**src/rtl/i2cm_pkg.sv**
```systemverilog
// Shared constants and types for the byte-paced I2C master.
// Assumes the fixed register map described in the brief.
package i2cm_pkg;
    localparam int DIV_W     = 4;
    localparam int BYTE_W    = 8;
    localparam int PHASES    = 4;

    localparam logic [1:0] RA_CTRL = 2'd0;
    localparam logic [1:0] RA_STAT = 2'd1;
    localparam logic [1:0] RA_DATA = 2'd2;
    localparam logic [1:0] RA_SADR = 2'd3;

    localparam logic [1:0] MODE_MRX = 2'b10;

    typedef enum logic [2:0] {
        ENG_IDLE,
        ENG_START,
        ENG_BIT,
        ENG_HOLD,
        ENG_STOP
    } eng_state_t;
endpackage

```
**src/rtl/i2cm_tick.sv**
```systemverilog
// Phase-tick generator: one tick per quarter SCL period.
// Assumes PRE_LO and PRE_HI are multiples of 4 and PRE_LO >= 8,
// so a tick never occurs on two consecutive cycles.
module i2cm_tick #(
    parameter int PRE_LO = 16,
    parameter int PRE_HI = 512,
    parameter int DIV_W  = 4
) (
    input  logic             clk,
    input  logic             rst_n,
    input  logic             run,
    input  logic             pre_hi,
    input  logic [DIV_W-1:0] div,
    output logic             tick
);
    localparam int Q_LO = PRE_LO / i2cm_pkg::PHASES;
    localparam int Q_HI = PRE_HI / i2cm_pkg::PHASES;
    localparam int MAXL = Q_HI * (1 << DIV_W);
    localparam int CW   = $clog2(MAXL + 1);

    logic [CW-1:0] lim;
    logic [CW-1:0] cnt;

    // Phase length in clocks from prescale choice and divisor.
    always_comb lim = (pre_hi ? CW'(Q_HI) : CW'(Q_LO)) * (CW'(div) + CW'(1));

    assign tick = run && (cnt == lim - CW'(1));

    // Count clocks within a phase, restarting whenever the engine is parked.
    always_ff @(posedge clk) begin
        if (!rst_n || !run) cnt <= '0;
        else if (tick)      cnt <= '0;
        else                cnt <= cnt + CW'(1);
    end

    a_r2_tick_gap: assert property (@(posedge clk) disable iff (!rst_n)
        tick |=> !tick);
endmodule

```
**src/rtl/i2cm_engine.sv**
```systemverilog
// Bit engine: START, nine-slot byte, parked hold and STOP sequencing.
// Each bus bit is four phases; SCL is high in the middle two.
// Assumes go_* inputs are only raised while idle (start) or parked.
module i2cm_engine #(
    parameter int BW = 8
) (
    input  logic          clk,
    input  logic          rst_n,
    input  logic          tick,
    input  logic          go_start,
    input  logic          go_stop,
    input  logic          go_byte,
    input  logic          rx_mode,
    input  logic          ack_gen,
    input  logic [BW-1:0] tx_byte,
    input  logic          sda_i,
    output logic          idle,
    output logic          hold,
    output logic          run,
    output logic          done,
    output logic [BW-1:0] shift_q,
    output logic          ack_q,
    output logic          scl,
    output logic          sda
);
    import i2cm_pkg::*;
    localparam int SW = $clog2(BW + 1);
    localparam logic [SW-1:0] ACK_SLOT = SW'(BW);

    eng_state_t    state;
    logic [1:0]    phase;
    logic [SW-1:0] slot;
    logic          from_hold, samp, rx_lat, ack_lat;

    assign idle = (state == ENG_IDLE);
    assign hold = (state == ENG_HOLD);
    assign run  = (state == ENG_START) || (state == ENG_BIT) || (state == ENG_STOP);
    assign done = (state == ENG_BIT) && tick && (phase == 2'd3) && (slot == ACK_SLOT);

    // Sequence states and phases, shift data and sample the ACK slot.
    always_ff @(posedge clk) begin
        if (!rst_n) begin
            state <= ENG_IDLE; phase <= 2'd0; slot <= '0; from_hold <= 1'b0;
            samp <= 1'b0; rx_lat <= 1'b0; ack_lat <= 1'b0; shift_q <= '0; ack_q <= 1'b0;
        end else begin
            case (state)
                ENG_IDLE: if (go_start) begin
                    state <= ENG_START; phase <= 2'd0; from_hold <= 1'b0;
                end
                ENG_HOLD: begin
                    if (go_start) begin
                        state <= ENG_START; phase <= 2'd0; from_hold <= 1'b1;
                    end else if (go_stop) begin
                        state <= ENG_STOP; phase <= 2'd0;
                    end else if (go_byte) begin
                        state <= ENG_BIT; phase <= 2'd0; slot <= '0;
                        shift_q <= tx_byte; rx_lat <= rx_mode; ack_lat <= ack_gen;
                    end
                end
                ENG_START: if (tick) begin
                    phase <= phase + 2'd1;
                    if (phase == 2'd3) begin
                        state <= ENG_BIT; slot <= '0; shift_q <= tx_byte;
                        rx_lat <= 1'b0; ack_lat <= ack_gen;
                    end
                end
                ENG_BIT: if (tick) begin
                    phase <= phase + 2'd1;
                    if (phase == 2'd1) begin
                        if (slot == ACK_SLOT) ack_q <= sda_i;
                        else                  samp  <= sda_i;
                    end
                    if (phase == 2'd3) begin
                        if (slot == ACK_SLOT) state <= ENG_HOLD;
                        else begin
                            shift_q <= {shift_q[BW-2:0], samp};
                            slot    <= slot + SW'(1);
                        end
                    end
                end
                ENG_STOP: if (tick) begin
                    phase <= phase + 2'd1;
                    if (phase == 2'd3) state <= ENG_IDLE;
                end
                default: state <= ENG_IDLE;
            endcase
        end
    end

    // Line levels from state and phase.
    always_comb begin
        scl = 1'b1; sda = 1'b1;
        case (state)
            ENG_HOLD:  begin scl = 1'b0; sda = 1'b0; end
            ENG_START: begin
                scl = (phase == 2'd0) ? !from_hold : (phase != 2'd3);
                sda = (phase < 2'd2);
            end
            ENG_BIT: begin
                scl = phase[0] ^ phase[1];
                if (slot == ACK_SLOT) sda = rx_lat ? !ack_lat : 1'b1;
                else                  sda = rx_lat ? 1'b1 : shift_q[BW-1];
            end
            ENG_STOP:  begin scl = (phase != 2'd0); sda = phase[1]; end
            default:   begin scl = 1'b1; sda = 1'b1; end
        endcase
    end

    a_r6_sda_stable: assert property (@(posedge clk) disable iff (!rst_n)
        (state == ENG_BIT && $past(state) == ENG_BIT && scl && $past(scl)) |-> $stable(sda));
    a_r3_start_edge: assert property (@(posedge clk) disable iff (!rst_n)
        (state == ENG_START && $past(state) == ENG_START && $fell(sda)) |-> scl);
    a_r10_stop_edge: assert property (@(posedge clk) disable iff (!rst_n)
        (state == ENG_STOP && $past(state) == ENG_STOP && $rose(sda)) |-> scl);
endmodule

```
**src/rtl/i2cm_regs.sv**
```systemverilog
// Register file and command latch for the byte-paced I2C master.
// Commands (START/STOP) wait until pending is clear; a parked engine
// with no command runs the next byte as soon as pending is cleared.
module i2cm_regs (
    input  logic       clk,
    input  logic       rst_n,
    input  logic       wr,
    input  logic [1:0] addr,
    input  logic [7:0] wdata,
    output logic [7:0] rdata,
    input  logic       eng_idle,
    input  logic       eng_hold,
    input  logic       done,
    input  logic [7:0] eng_byte,
    input  logic       ack_bit,
    output logic       go_start,
    output logic       go_stop,
    output logic       go_byte,
    output logic       rx_mode,
    output logic       ack_gen,
    output logic       pre_hi,
    output logic [3:0] div,
    output logic [7:0] tx_byte,
    output logic       irq,
    output logic       pend
);
    import i2cm_pkg::*;

    logic [7:0] ctrl_q, data_q, sadr_q;
    logic [1:0] mode_q;
    logic       en_q, cmd_start, cmd_stop, busy;

    assign pend     = ctrl_q[4];
    assign irq      = ctrl_q[4] & ctrl_q[5];
    assign ack_gen  = ctrl_q[7];
    assign pre_hi   = ctrl_q[6];
    assign div      = ctrl_q[3:0];
    assign rx_mode  = (mode_q == MODE_MRX);
    assign tx_byte  = data_q;
    assign busy     = !eng_idle || cmd_start;
    assign go_start = cmd_start && !pend && (eng_idle || eng_hold);
    assign go_stop  = cmd_stop && !pend && eng_hold;
    assign go_byte  = !cmd_start && !cmd_stop && !pend && eng_hold;

    // Control register: software may only clear pending; the engine sets it.
    always_ff @(posedge clk) begin
        if (!rst_n) ctrl_q <= '0;
        else begin
            if (wr && addr == RA_CTRL) ctrl_q <= {wdata[7:5], wdata[4] & ctrl_q[4], wdata[3:0]};
            if (done) ctrl_q[4] <= 1'b1;
        end
    end

    // Status fields and START/STOP command latch.
    always_ff @(posedge clk) begin
        if (!rst_n) begin
            mode_q <= '0; en_q <= 1'b0; cmd_start <= 1'b0; cmd_stop <= 1'b0;
        end else begin
            if (go_start) cmd_start <= 1'b0;
            if (go_stop)  cmd_stop  <= 1'b0;
            if (wr && addr == RA_STAT) begin
                mode_q <= wdata[7:6];
                en_q   <= wdata[4];
                if (wdata[7] && wdata[5] && wdata[4]) begin
                    cmd_start <= 1'b1; cmd_stop <= 1'b0;
                end else if (wdata[4] && !wdata[5] && !eng_idle) begin
                    cmd_stop <= 1'b1; cmd_start <= 1'b0;
                end
            end
        end
    end

    // Data register takes the shifted byte at completion; writes only when not shifting.
    always_ff @(posedge clk) begin
        if (!rst_n) data_q <= '0;
        else if (done) data_q <= eng_byte;
        else if (wr && addr == RA_DATA && (eng_idle || eng_hold)) data_q <= wdata;
    end

    // Address register: plain storage.
    always_ff @(posedge clk) begin
        if (!rst_n) sadr_q <= '0;
        else if (wr && addr == RA_SADR) sadr_q <= wdata;
    end

    // Read multiplexer.
    always_comb begin
        case (addr)
            RA_CTRL: rdata = ctrl_q;
            RA_STAT: rdata = {mode_q, busy, en_q, 3'b000, ack_bit};
            RA_DATA: rdata = data_q;
            default: rdata = sadr_q;
        endcase
    end

    a_r4_pend_rise: assert property (@(posedge clk) disable iff (!rst_n)
        $rose(pend) |-> $past(done));
endmodule

```
**src/rtl/i2c_byte_master.sv**
```systemverilog
// Top of the byte-paced I2C master: register file, tick generator, bit engine.
// Assumes SDA is returned on sda_i as the wired-AND of all drivers.
module i2c_byte_master #(
    parameter int PRE_LO = 16,
    parameter int PRE_HI = 512
) (
    input  logic       clk,
    input  logic       rst_n,
    input  logic       bus_wr,
    input  logic [1:0] bus_addr,
    input  logic [7:0] bus_wdata,
    output logic [7:0] bus_rdata,
    output logic       irq,
    output logic       scl_o,
    output logic       sda_o,
    input  logic       sda_i
);
    import i2cm_pkg::*;

    logic             go_start, go_stop, go_byte, rx_mode, ack_gen, pre_hi, pend;
    logic             eng_idle, eng_hold, eng_run, done, ack_bit, tick;
    logic [DIV_W-1:0] div;
    logic [BYTE_W-1:0] tx_byte, eng_byte;

    i2cm_regs u_regs (
        .clk(clk), .rst_n(rst_n), .wr(bus_wr), .addr(bus_addr), .wdata(bus_wdata),
        .rdata(bus_rdata), .eng_idle(eng_idle), .eng_hold(eng_hold), .done(done),
        .eng_byte(eng_byte), .ack_bit(ack_bit), .go_start(go_start), .go_stop(go_stop),
        .go_byte(go_byte), .rx_mode(rx_mode), .ack_gen(ack_gen), .pre_hi(pre_hi),
        .div(div), .tx_byte(tx_byte), .irq(irq), .pend(pend)
    );

    i2cm_tick #(.PRE_LO(PRE_LO), .PRE_HI(PRE_HI), .DIV_W(DIV_W)) u_tick (
        .clk(clk), .rst_n(rst_n), .run(eng_run), .pre_hi(pre_hi), .div(div), .tick(tick)
    );

    i2cm_engine #(.BW(BYTE_W)) u_eng (
        .clk(clk), .rst_n(rst_n), .tick(tick), .go_start(go_start), .go_stop(go_stop),
        .go_byte(go_byte), .rx_mode(rx_mode), .ack_gen(ack_gen), .tx_byte(tx_byte),
        .sda_i(sda_i), .idle(eng_idle), .hold(eng_hold), .run(eng_run), .done(done),
        .shift_q(eng_byte), .ack_q(ack_bit), .scl(scl_o), .sda(sda_o)
    );

    a_r5_stretch: assert property (@(posedge clk) disable iff (!rst_n)
        pend |-> !scl_o);
endmodule

```
**config.mk**
```make
export PLATFORM = sky130hd
export DESIGN_NAME = i2c_byte_master
export DESIGN_NICKNAME = d
export VERILOG_FILES = /design/src/rtl/i2cm_pkg.sv /design/src/rtl/i2cm_tick.sv /design/src/rtl/i2cm_engine.sv /design/src/rtl/i2cm_regs.sv /design/src/rtl/i2c_byte_master.sv
export SDC_FILE = /design/constraint.sdc
export NUM_CORES = 1
export LEC_CHECK = 0
export BUFFER_PORTS_ARGS = -buffer_cell sky130_fd_sc_hd__buf_2
export CORE_MARGIN = 2
export CORE_UTILIZATION = 45
export CTS_BUF_LIST = sky130_fd_sc_hd__clkbuf_4 sky130_fd_sc_hd__clkbuf_8
export CTS_CLUSTER_DIAMETER = 30
export DETAILED_ROUTE_END_ITERATION = 8
export PLACE_DENSITY = 0.68
export RECOVER_POWER = 50
export SLEW_MARGIN = 10
export SYNTH_ARGS = -nofsm -noshare
export SYNTH_HDL_FRONTEND = slang
export SYNTH_SLANG_ARGS = --single-unit
```
**constraint.sdc**
```tcl
create_clock -name clk -period 4.35 [get_ports clk]
set_input_delay 0.435 -clock clk [delete_from_list [all_inputs] [get_ports clk]]
set_output_delay 0.435 -clock clk [all_outputs]
set_load 0.02 [all_outputs]
```
==> results of run 1 <==
## worst min path at each step
stage	startpoint	endpoint	cells after the start
after floorplan	u_tick.cnt[0]$_SDFF_PP0_	u_tick.cnt[0]$_SDFF_PP0_	1
after global placement	u_tick.cnt[0]$_SDFF_PP0_	u_tick.cnt[0]$_SDFF_PP0_	1
after detailed placement	u_eng.samp$_SDFFE_PN0P_	u_eng.samp$_SDFFE_PN0P_	2
after CTS	sda_i	u_eng.ack_q$_SDFFE_PN0P_	3
after global routing	bus_wdata[0]	u_regs.ctrl_q[0]$_SDFFE_PN0P_	3
final	sda_i	u_eng.ack_q$_SDFFE_PN0P_	3
## timing repair
action	4_1_cts	5_1_grt
endpoints found under the setup margin	0	8
resized for setup	0	3
hold buffers	0	0
setup buffers	0	0
## flip-flops by register name (all words and copies together) (netlist names), 2 cells and up
register / cells
u_tick.cnt: 12
u_eng.shift_q: 8
u_regs.ctrl_q: 8
u_regs.sadr_q: 8
u_regs.tx_byte: 8
u_eng.slot: 4
u_eng.state: 3
u_eng.phase: 2
u_regs.mode_q: 2
## report_power, final
group | switching [mW] | internal [mW] | total, mW
clock network | 0.255 | 0.231 | 0.485
registers | 0.0292 | 0.594 | 0.624
logic | 0.164 | 0.104 | 0.268
total | 0.447 | 0.929 | 1.38
## critical path, cell delays in order, from the launching register on
cell and delay, ns:
sky130_fd_sc_hd__dfxtp_2 0.41, sky130_fd_sc_hd__ha_1 0.25, sky130_fd_sc_hd__xor2_1 0.20, sky130_fd_sc_hd__nand2_1 0.10, sky130_fd_sc_hd__ha_1 0.29, sky130_fd_sc_hd__ha_1 0.23, sky130_fd_sc_hd__fa_1 0.42, sky130_fd_sc_hd__a21o_1 0.20
sky130_fd_sc_hd__a41oi_1 0.23, sky130_fd_sc_hd__xnor2_1 0.14, sky130_fd_sc_hd__nand2_1 0.07, sky130_fd_sc_hd__or4_1 0.56, sky130_fd_sc_hd__buf_12 0.20, sky130_fd_sc_hd__nor3_2 0.22, sky130_fd_sc_hd__buf_4 0.23, sky130_fd_sc_hd__mux2i_1 0.20
## logic make-up (layout without fill, tap and decap cells)
| kind of cell | count (synthesis) | after routing |
|---|---|---|
| mux | 38 | 38 |
| compound gates | 93 | 93 |
| flops | 63 | 63 |
| simple gates | 189 | 189 |
| fa+ha+maj | 21 | 21 |
| buf+inv | 45 | 60 |
| xor+xnor | 25 | 25 |
## area by class of cell
cell class	count	area share (%)
Multi-Input combinational cell	366	57.9
Clock inverter	6	1.23
Tap cell	108	3.17
Timing Repair Buffer	28	3.43
Inverter	16	1.41
Clock buffer	10	3.22
Sequential cell	63	29.6
## layer usage
metal / track usage (%) / up-vias
met2: 32.1 / 56
li1: - / 1708
met3: 4.96 / 9
met4: 4.59 / 0
met1: 28.3 / 1613
met5: 0 / -
## metrics by stage
step	utilization [%]	cell area [um2]	power, mW
final	49.7	4270	1.38
after floorplan	-	3930	0.838
after global placement	47.6	4090	0.898
after detailed placement	47.6	4090	0.903
after global routing	49.7	4270	1.45
after CTS	49.8	4280	1.39
## synth_stat cells, drive strengths merged, types with 4 or more instances
master and count:
a21o 5, a21oi 21, a221o 8, a22o 4
a31oi 9, buf 7, clkbuf 22, dfxtp 63
ha 20, inv 15, mux2 11, mux2i 22
mux4 5, nand2 89, nand3 21, nand4 7
nor2 44, nor3 4, o21ai 12, xnor2 13
xor2 11
==> results by stage, run 1 <==
Outcome:
- The run finished, with violations left.
- The final reports fail on max-capacitance violations, max-slew violations.

Placement:
- Before CTS, the worst setup slack after placement is 0.168 ns.
- The number of port buffers is 24.
- The post-detailed-placement half-perimeter wirelength is approximately 6.5 mm.
- The congestion estimate from routability-driven global placement came to 0.804.
- In this run, placement finished with an instance count of 581.

Cells and area:
- Across the whole layout, storage elements account for between 1000 and 1500 um2.
- Compared with the post-synthesis result, the final layout area differs by 8.70%.
- Leaving out fill and tap cells, the most frequent cells in the layout are 89 x sky130_fd_sc_hd__nand2_1, 61 x sky130_fd_sc_hd__dfxtp_1, 44 x sky130_fd_sc_hd__nor2_1, 22 x sky130_fd_sc_hd__mux2i_1.
- Fill cells in the final layout number around 860.
- The area used by multi-input combinational logic is between 2000 and 2500 um2.
- Once layout is complete, the cells apart from fillers number ~600.
- The leading cell type in the layout, fill and taps excluded is sky130_fd_sc_hd__nand2_1.
- Cells with a size suffix above 1 make up between 10% and 20% of the layout.
- The final layout contains just over 500 nets.
- The repair_antennas step left the layout with diodes totalling 0.

Synth:
- After synthesis the cells add up to 3930 um2.
- The multiplexer area fraction after synthesis is between 10% and 20%.
- The async set-reset flop share out of synthesis is 0%.
- After synthesis, the largest family of logic cells by area is simple AND/OR/NAND/NOR gates.
- After Yosys synthesis, XOR and XNOR cells account for between 5 and 6% of the synthesized area.
- In this run the mean area of a mapped cell was 8.28 um2.
- In this run, synthesis inferred 0 flip-flops with an integrated enable.
- Summing the areas of all and, or, nand and nor instances in the mapped netlist gives around 22% of the synthesized area.
- The cell taking the most area after synthesis is sky130_fd_sc_hd__dfxtp_1.
- The share of synthesized cell area in full adder, half adder and majority cells is 6.88%.
- The synthesized instance count is 474.
- The sequential-to-total area share from yosys stat is between 30% and 40%.
- The number of different library cells in the post-synthesis netlist is 64.
- Ranked by total cell area, the synthesized netlist is headed by sky130_fd_sc_hd__dfxtp_1 32%, sky130_fd_sc_hd__nand2_1 8.5%, sky130_fd_sc_hd__ha_1 6.4%.
- In the synthesized netlist the dominant register cell turns out to be sky130_fd_sc_hd__dfxtp_1.
- The number of synthesized register bits is 63.
- The compound-gate portion of the synthesized area is between 10% and 20%.
- During synthesis, Yosys emitted a total of 0 warnings.
- The fraction of post-synthesis cell area in the top cell type by area is between 30% and 40%.
- The number of nets handed over by synthesis was between 500 and 600.

STA:
- The count of endpoints failing hold in the final timing report is 0.
- The total count of max-transition violations in the final report came to between 70 and 80.
- The total of endpoints with negative setup slack in the final report is 0.
- The setup TNS is 0 ns.
- The worst path meets setup with a little over 0.3 ns of slack.
- At the pin with the least slew margin, the transition time is approximately 1.6 ns.
- The maximum clock skew at final layout is ~0.012 ns.
- The maximum operating frequency is approximately 250 MHz.
- The worst relative slew slack is -4.70%.
- The final critical path takes up between 90% and 100% of the cycle.
- The routed design could run at a clock period as short as ~4.0 ns.
- The worst-case hold slack is around 0.35 ns.
- Setup repair after global routing left no endpoint under its margin.

Drt:
- Summed over all layers, the routed wires come to 9.10 mm.
- The routed design uses 292 um of met3 wire.
- Across all layers, the routed design uses roughly 3400 vias.
- In the final routed layout, each cell accounts on average for between 15 and 20 um.
- The uppermost layer routed is met4.
- The via density per instance is between 5 and 6.
- The first TritonRoute pass finished after 4 iterations.
- The met1 wire length is around 4.5 mm.
- The remaining number of nets flagged by the antenna check after routing is 0.
- After detailed routing, the met2 layer carries between 4 and 5 mm of wire.
- The DRC violation count after routing is 0.
- The violation count after the first detailed-route iteration is 300.

Critical path:
- In this run the register-to-register setup slack is slightly above 0.3 ns.
- The capture instance of the worst register-to-register path is u_regs.tx_byte[1]$_SDFFE_PN0P_.
- STA classifies the critical path startpoint as a flop.
- Measured in cells, the most critical reg-to-reg path has a length of 15.
- The launching instance or port of the critical path is u_regs.ctrl_q[0]$_SDFFE_PN0P_.
- The worst setup path is captured at a flop.
- The category of the most critical setup path is reg -> reg.
- The critical path ends at u_regs.tx_byte[1]$_SDFFE_PN0P_.
- The arrival time at the worst endpoint is between 4 and 5 ns.
- The worst path required time is 4.62 ns.
- The launching point of the worst reg2reg path is u_regs.ctrl_q[0]$_SDFFE_PN0P_.
- The top fanout value on the critical path is 36.

Clock tree:
- The master cell of the clock root buffer is sky130_fd_sc_hd__clkbuf_8.
- After clock tree synthesis, the clock-pin slew on the worst setup and hold paths is ~0.08 ns.
- The number of levels in the clock H-tree is 3.
- Counting the buffers created by CTS gives 9.
- The maximum clock path buffer count is 2.
- At the later pin of the worst-skew pair, clock insertion delay measures ~0.34 ns.
- The number of sinks on the clock net is 63.
- The TritonCTS clock tree is yes.

Die:
- The number of top-level design ports is 25.
- From bottom edge to top edge, the die measures 97.4 um.
- The starting density of the core is 45.7%.
- The floorplan step defined a die boundary enclosing between 9000 and 10000 um2.
- The core region area is 8590 um2.
- From left edge to right edge, the die measures approximately 97 um.
- The site row count is 34.

Flow run:
- Across the run, the number of max-cap violations was 2.

Pwr:
- In this run the power density over the cells is roughly 320 nW/um2.
- The analysis attributes to cell leakage a power of between 1.5 and 2 nW.
- The peak supply drop is around 0.19 mV.

GRT:
- The initial antenna violation count was 0.
- The maximum number of pins on one net before global-route repair is 38.
- The total congestion overflow after global routing is 0.
- The via count of the first global-routing pass is between 3000 and 4000.
- The first global-routing pass estimated between 15 and 20 mm of wire.
- In the global route stage, overall resource usage came out at ~20%.

Worst hold path:
- In this run the worst hold path is classified as in -> reg.
Power figures use the tool's default switching activity.
==> inputs of run 2 (changes only) <==
Clock period 4.35 ns to 5.15 ns, I/O delays scaled along.
==> results by stage, run 2 (same netlist as run 1, synthesis figures left out) <==
Outcome:
- The flow ran to the end, but the final reports show violations.
- The final reports fail on max-capacitance violations, max-slew violations.

Die:
- The area of the die is around 9500 um2.
- The vertical die dimension is slightly below 100 um.
- For this configuration, the core starts out at a cell density of 45.7%.
- The initialized floorplan defines 34 standard-cell rows.
- The core region is ~8600 um2.
- The die is ~97 um wide.
- The number of top-level design ports is 25.

Critical path:
- The arrival time at the worst endpoint is about 4.7 ns.
- Counting stages on the worst path, the most repeated cell is sky130_fd_sc_hd__ha_1.
- The worst setup path is captured at a flop.
- The maximum cell stage delay along the critical path is roughly 0.50 ns.
- The worst setup path is launched from a flop.
- Of all nets on the critical path, the largest fanout is 36.
- The worst register-to-register path has a depth of 15.
- The category of the most critical setup path is reg -> reg.
- For this design, the slowest cell found on the critical path is sky130_fd_sc_hd__or4_1.
- The worst path required time is approximately 5.4 ns.
- Walking the worst path, the cells encountered are ha_1 -> xor2_1 -> nand2_1 -> ha_1 -> ha_1 -> fa_1 -> a21o_1 -> a41oi_1 -> xnor2_1 -> nand2_1 -> or4_1 -> clkbuf_2 -> nor3_1 -> buf_4 -> mux2i_1.

Placement:
- Counting tap cells, the placed design contains a total of 581 instances.
- The weighted congestion reported at the end of routability-driven placement is roughly 0.80.
- The placed cell area is around 4100 um2.
- Timing analysis after detailed placement gives a worst setup slack of 1.09 ns.
- The number of port buffers is 24.
- The post-detailed-placement half-perimeter wirelength is between 6 and 7 mm.

Cells and area:
- The share of the core filled with cells is between 40% and 50%.
- Fill cells in the final layout number between 800 and 900.
- The register area is 1260 um2.
- The area growth from synthesis to layout is 9.05%.
- Cells with a size suffix above 1 make up 10.8% of the layout.
- The number of cells in the finished layout apart from fillers is around 600.
- Leaving out fill and tap cells, the most frequent cell in the layout is sky130_fd_sc_hd__nand2_1.
- The final instance area is between 4000 and 5000 um2.
- The register with the most flip-flops in the final layout is u_tick.cnt.
- The area used by multi-input combinational logic is about 2500 um2.
- The number of flip-flops in the largest register is 12.
- Leaving out fill and tap cells, the most frequent cells in the layout are 89 x sky130_fd_sc_hd__nand2_1, 63 x sky130_fd_sc_hd__dfxtp_1, 44 x sky130_fd_sc_hd__nor2_1, 22 x sky130_fd_sc_hd__mux2i_1.
- In the final design database the tool counted roughly 520 nets.
- The antenna diode instance count is 0.

STA:
- The count of endpoints failing hold in the final timing report is 0.
- The setup TNS is 0 ns.
- Static timing analysis puts the maximum clock frequency at 227 MHz.
- The clock period minus worst slack is roughly 4.4 ns.
- In the post-route analysis, the smallest setup slack over all paths is 0.753 ns.
- The total count of max-transition violations in the final report was 73.
- Setup repair after global routing left no endpoint under its margin.
- Headroom to the max-slew limit came out at -6.64%.
- At the pin with the least slew margin, the transition time is 1.60 ns.
- The total of endpoints with negative setup slack in the final report is 0.
- Final hold analysis gives a worst-case slack of 0.425 ns.
- After layout, the worst path uses between 80% and 90% of the clock period.
- The clock arrives with approximately 0.015 ns of skew.

Drt:
- In the routed layout, each cell is associated on average with a via count of roughly 5.7.
- For this run, design rule violations remaining after detail routing come to 0.
- In the final routed layout, each cell accounts on average for ~16 um.
- The violation count after the first detailed-route iteration is 323.
- The number of detailed-routing iterations run before antenna repair is 5.
- The vias after detailed routing is ~3400.
- The remaining number of nets flagged by the antenna check after routing is 0.
- The total length of routed wires is 9.26 mm.

Clock tree:
- After clock tree synthesis, the setup repair step added 0 buffers.
- TritonCTS created 9 clock buffers.
- The number of sinks on the clock net is 63.
- The TritonCTS clock tree is yes.
- The number of hold buffers added after cts is 0.
- Clock-pin slew was measured on the worst setup and hold paths at approximately 0.070 ns.
- The tree is rooted in a sky130_fd_sc_hd__clkbuf_8.
- No sink is reached through more buffers than the 2 on the longest clock path.
- Clock latency on the worst-skew pair, taken at its later pin, is 0.35 ns.
- The H-tree was split into 3 levels.
- Once the clock tree was built, the resizer swapped 0 gates to a different size.

GRT:
- For this run the aggregate overflow at the end of global routing stands at 0.
- The first global-routing pass estimated between 15 and 20 mm of wire.
- The maximum number of pins on one net before global-route repair is 38.
- For this run, the total global-route usage over all layers was measured as between 20% and 30%.
- The via count of the first global-routing pass is about 3300.
- The initial antenna violation count came to 0.

Pwr:
- In this run the power density over the cells is 291 nW/um2.
- Summing internal, switching and leakage power gives ~1.2 mW.
- In this run the static leakage power is between 1.5 and 2 nW.
- The peak supply drop is about 0.13 mV.

Flow run:
- Max-cap violations in this run came to 2.

Worst hold path:
- The hold-critical path depth is 3.
- The classification of the worst-slack hold path is in -> reg.
==> run 2: cell types whose count changed in the layout (fill, tap and decap cells not counted) <==
cell	change
sky130_fd_sc_hd__nor3_2	-1
sky130_fd_sc_hd__dfxtp_1	+2
sky130_fd_sc_hd__clkinvlp_4	-1
sky130_fd_sc_hd__clkinv_4	+1
sky130_fd_sc_hd__clkbuf_2	+1
sky130_fd_sc_hd__dfxtp_2	-2
sky130_fd_sc_hd__buf_12	-1
sky130_fd_sc_hd__inv_8	-1
sky130_fd_sc_hd__nor3_1	+1
sky130_fd_sc_hd__clkbuf_8	-1
sky130_fd_sc_hd__bufinv_16	+2
==> run 2: cell type report <==
| class | instances | area share, % |
|---|---|---|
| Multi-Input combinational cell | 366 | 57.6 |
| Sequential cell | 63 | 29.5 |
| Tap cell | 108 | 3.16 |
| Timing Repair Buffer | 28 | 3.07 |
| Clock buffer | 9 | 2.89 |
| Clock inverter | 7 | 2.40 |
| Inverter | 16 | 1.40 |
==> run 2: worst max-delay path: cells and delay by family, from the launching register on <==
kind / cells / cell delay (ns)
adder cells (fa/ha/maj): 4 / 1.19
AND/OR/NAND/NOR: 4 / 0.97
AO/OA/AOI/OAI: 2 / 0.43
multiplexers: 1 / 0.20
buffers and inverters: 2 / 0.69
flip-flops: 1 / 0.48
XOR/XNOR: 2 / 0.33
==> run 2: path summary, 6_finish.rpt <==
path	from	to	slack, ns
worst max-delay path	u_regs.ctrl_q[0]$_SDFFE_PN0P_	u_regs.tx_byte[3]$_SDFFE_PN0P_	0.75
worst max register to register	u_regs.ctrl_q[0]$_SDFFE_PN0P_	u_regs.tx_byte[3]$_SDFFE_PN0P_	0.75
worst min register to register	u_regs.ctrl_q[5]$_SDFFE_PN0P_	u_regs.ctrl_q[5]$_SDFFE_PN0P_	0.47
worst min-delay path	bus_wdata[2]	u_regs.ctrl_q[2]$_SDFFE_PN0P_	0.42
==> run 2: report_power, final <==
part	switching, mW	total [mW]	internal [mW]
logic	0.138	0.226	0.0877
clock network	0.214	0.491	0.277
registers	0.0246	0.527	0.502
==> run 2: per-layer routing <==
layer | routed length, um | GRT usage [%] | vias to the layer above
li1 | - | - | 1707
met1 | 4450 | 27.9 | 1615
met2 | 4350 | 32.6 | 69
met3 | 352 | 4.17 | 7
met4 | 106 | 5.77 | 0
met5 | 0 | 0 | -
==> inputs of run 3 (changes only) <==
Settings changed: CORE_UTILIZATION 45 to 31, PLACE_DENSITY 0.68 to 0.52.
==> results by stage, run 3 (same netlist as run 1, synthesis figures left out) <==
Pwr:
- The peak supply drop is 0.136 mV.
- The overall power consumption is roughly 1.2 mW.
- The net load switching power is around 0.37 mW.
- The share of total power dissipated in the clock network is 35.4%.
- The cell area power density is 271 nW/um2.
- The analysis attributes to cell leakage a power of roughly 1.6 nW.
- Of the total power, the share spent switching nets is a little under a third.
- The internal power of the cells totals 0.800 mW.
- Combinational logic burns 19.5% of the power.
- Registers are responsible for 45.1% of the overall power.

Critical path:
- The worst path required time is between 5 and 6 ns.
- Along the worst path, the maximum fanout reaches 36.
- At the worst endpoint, the arrival time is ~4.4 ns.
- The cell that appears most often on the critical path is sky130_fd_sc_hd__ha_1.
- The number of cells on the worst reg-to-reg path is 15.
- In this design, the stage delay of the slowest critical-path cell is 0.51 ns.
- The worst register-to-register path begins at u_regs.ctrl_q[0]$_SDFFE_PN0P_.
- STA classifies the critical path startpoint as a flop.
- Walking the worst path, the cells encountered are ha_1 -> xor2_1 -> nand2_1 -> ha_1 -> ha_1 -> fa_1 -> a21o_1 -> a41oi_1 -> xnor2_1 -> nand2_1 -> or4_1 -> buf_4 -> nor3_1 -> buf_4 -> mux2i_1.
- On the critical path, the stage with the largest delay is an instance of sky130_fd_sc_hd__or4_1.
- The critical path is of the reg -> reg type.
- The setup check on the worst reg-to-reg path leaves a slack of 1.03 ns.
- The endpoint kind of the worst setup timing path is a flop.
- The capture instance of the worst register-to-register path is u_regs.tx_byte[2]$_SDFFE_PN0P_.

GRT:
- Global routing consumed, over all layers together, about 16% of the routing resources.
- For met3 alone, demand over resource in global routing was under 10%.
- The busiest layer in global routing is met2.
- The via count of the first global-routing pass is between 3000 and 4000.
- The met1 track demand over resource is approximately a fifth.
- For met2 alone, demand over resource in global routing was between 20% and 30%.
- The maximum number of pins on one net before global-route repair is 38.
- The first global-routing pass estimated between 15 and 20 mm of wire.
- After global routing the overflow that remains totals 0.
- The initial antenna violation count came to 0.

Cells and area:
- Of the cells placed in the final design, the portion with a size suffix greater than 1 is about 11%.
- In the layout the commonest cells are 89 x sky130_fd_sc_hd__nand2_1, 63 x sky130_fd_sc_hd__dfxtp_1, 44 x sky130_fd_sc_hd__nor2_1, 22 x sky130_fd_sc_hd__mux2i_1.
- The final instance area is 4320 um2.
- The register bank with the most flops is u_tick.cnt.
- The antenna diode instance count is 0.
- For this run, the number of standard cells in the final layout without fillers is between 600 and 700.
- The register with the most flip-flops in the layout has 12 of them.
- The leading cell type in the layout, fill and taps excluded is sky130_fd_sc_hd__nand2_1.
- Cells fill 34.5% of the core in the end.
- The number of nets at the end of the flow is between 500 and 600.
- The layout overhead on the synthesized area is 10.0%.

Die:
- Measured along the x axis, the die boundary spans ~120 um.
- The core region area is 12500 um2.
- Once the floorplan was initialized, standard cells occupied 31.4% of the core.
- The site row count is between 40 and 50.
- The die is 117 um tall.
- The area of the die is about 14000 um2.
- The number of top-level design ports is 25.

Clock tree:
- The number of gates resized after cts is 0.
- In this run, post-CTS hold repair placed 0 buffers.
- TritonCTS built the clock tree.
- The insertion delay of the later-clocked pin in the worst-skew pair is between 0.3 and 0.4 ns.
- The post-CTS repair timing setup buffer count is 0.
- The total clock buffers created by CTS is 9.
- The maximum clock path buffer count is 2.
- The number of levels in the clock H-tree is 3.
- The number of sinks on the clock net is between 60 and 70.
- The tree is rooted in a sky130_fd_sc_hd__clkbuf_8.
- After clock tree synthesis, the clock-pin slew on the worst setup and hold paths is around 0.07 ns.

STA:
- The setup TNS is 0 ns.
- The clock period minus worst slack is between 4 and 5 ns.
- After layout, the worst path uses between 80% and 90% of the clock period.
- Across all setup checks in the final design, the least slack found is ~1 ns.
- Setup repair after global routing left no endpoint under its margin.
- For the pin with the worst max-slew slack, the measured transition is 1.68 ns.
- The maximum operating frequency is approximately 240 MHz.
- The count of endpoints failing hold in the final timing report was 0.
- The total count of max-transition violations in the final report is 73.
- The maximum clock skew at final layout is 0.00857 ns.
- Setup violations remaining at the end of the flow were counted as 0.
- The worst relative slew slack is -11.8%.
- Hold timing on the final database bottoms out at a slack of roughly 0.42 ns.

Placement:
- The weighted congestion reported at the end of routability-driven placement is ~0.78.
- The placed cell area is ~4200 um2.
- The post-detailed-placement half-perimeter wirelength is about 7.1 mm.
- The number of placed instances, taps included is 645.
- The worst setup slack after placement is roughly 1.0 ns.
- The number of port buffers is 24.

Outcome:
- The run finished, with violations left.
- The checks that failed: max-capacitance violations, max-slew violations.

Drt:
- The remaining number of nets flagged by the antenna check after routing is 0.
- The average wire per standard cell is roughly 15 um.
- The routed layout has approximately 3400 vias.
- The detailed router finished its first iteration with roughly 230 violations.
- The final layout contains routed wiring with a total length of about 10 mm.
- The DRC violation count after routing is 0.
- The pre-antenna-repair detailed-routing pass consisted of 5 iterations.
- In the routed layout, each cell is associated on average with a via count of 5.10.

Worst hold path:
- The worst hold path passes through 3 cells.
- The worst hold path begins at bus_wdata[3].
- The tightest min-delay check is of the in -> reg type.
- For hold timing, the worst endpoint is u_regs.ctrl_q[3]$_SDFFE_PN0P_.

Flow run:
- The reported max-cap violation count is 2.
## run 3: how the worst max path moves through the flow
stage,from,end,slack (ns),depth (start not counted)
5_1_grt,u_regs.ctrl_q[1]$_SDFFE_PN0P_,u_regs.tx_byte[2]$_SDFFE_PN0P_,0.69,15
2_1_floorplan,u_regs.ctrl_q[0]$_SDFFE_PN0P_,u_eng.ack_q$_SDFFE_PN0P_,1.48,15
3_3_place_gp,u_regs.ctrl_q[1]$_SDFFE_PN0P_,u_regs.tx_byte[3]$_SDFFE_PN0P_,1.17,15
4_1_cts,u_regs.ctrl_q[0]$_SDFFE_PN0P_,u_regs.tx_byte[2]$_SDFFE_PN0P_,1.01,15
6_report,u_regs.ctrl_q[0]$_SDFFE_PN0P_,u_regs.tx_byte[2]$_SDFFE_PN0P_,1.03,15
3_5_place_dp,u_regs.ctrl_q[0]$_SDFFE_PN0P_,u_regs.tx_byte[2]$_SDFFE_PN0P_,1.04,15
## run 3: critical path: cells and delay by family, from the launching register on
family	cells	cell delay, ns
xor gates and xnor gates	2	0.33
AOI/OAI and AO/OA	2	0.45
DFF	1	0.48
buffers and inverters	2	0.50
muxes	1	0.20
and+or+nand+nor	4	0.88
adders and majority gates	4	1.18
## run 3: area by class of cell
type | instances | area (um2)
clock buffers | 13 | 166
clock inverters | 3 | 17.5
fillers | 1378 | 8200
inverters | 16 | 60.1
multi-input cells | 366 | 2470
flip-flops and latches | 63 | 1260
well taps | 172 | 215
repair buffers | 28 | 133
## run 3: metal layers
metal | vias up | wire length [um]
met1 | 1589 | 4820
met4 | 0 | 171
li1 | 1712 | -
met3 | 13 | 361
met5 | - | 0
met2 | 57 | 4670
## run 3: power groups by stage
stage | logic [mW] | registers, mW | clock network [mW]
finish | 0.228 | 0.527 | 0.415
detailed placement | 0.230 | 0.538 | 0
global placement | 0.228 | 0.537 | 0
CTS | 0.231 | 0.526 | 0.429
floorplan | 0.187 | 0.521 | 0
global route | 0.257 | 0.530 | 0.451
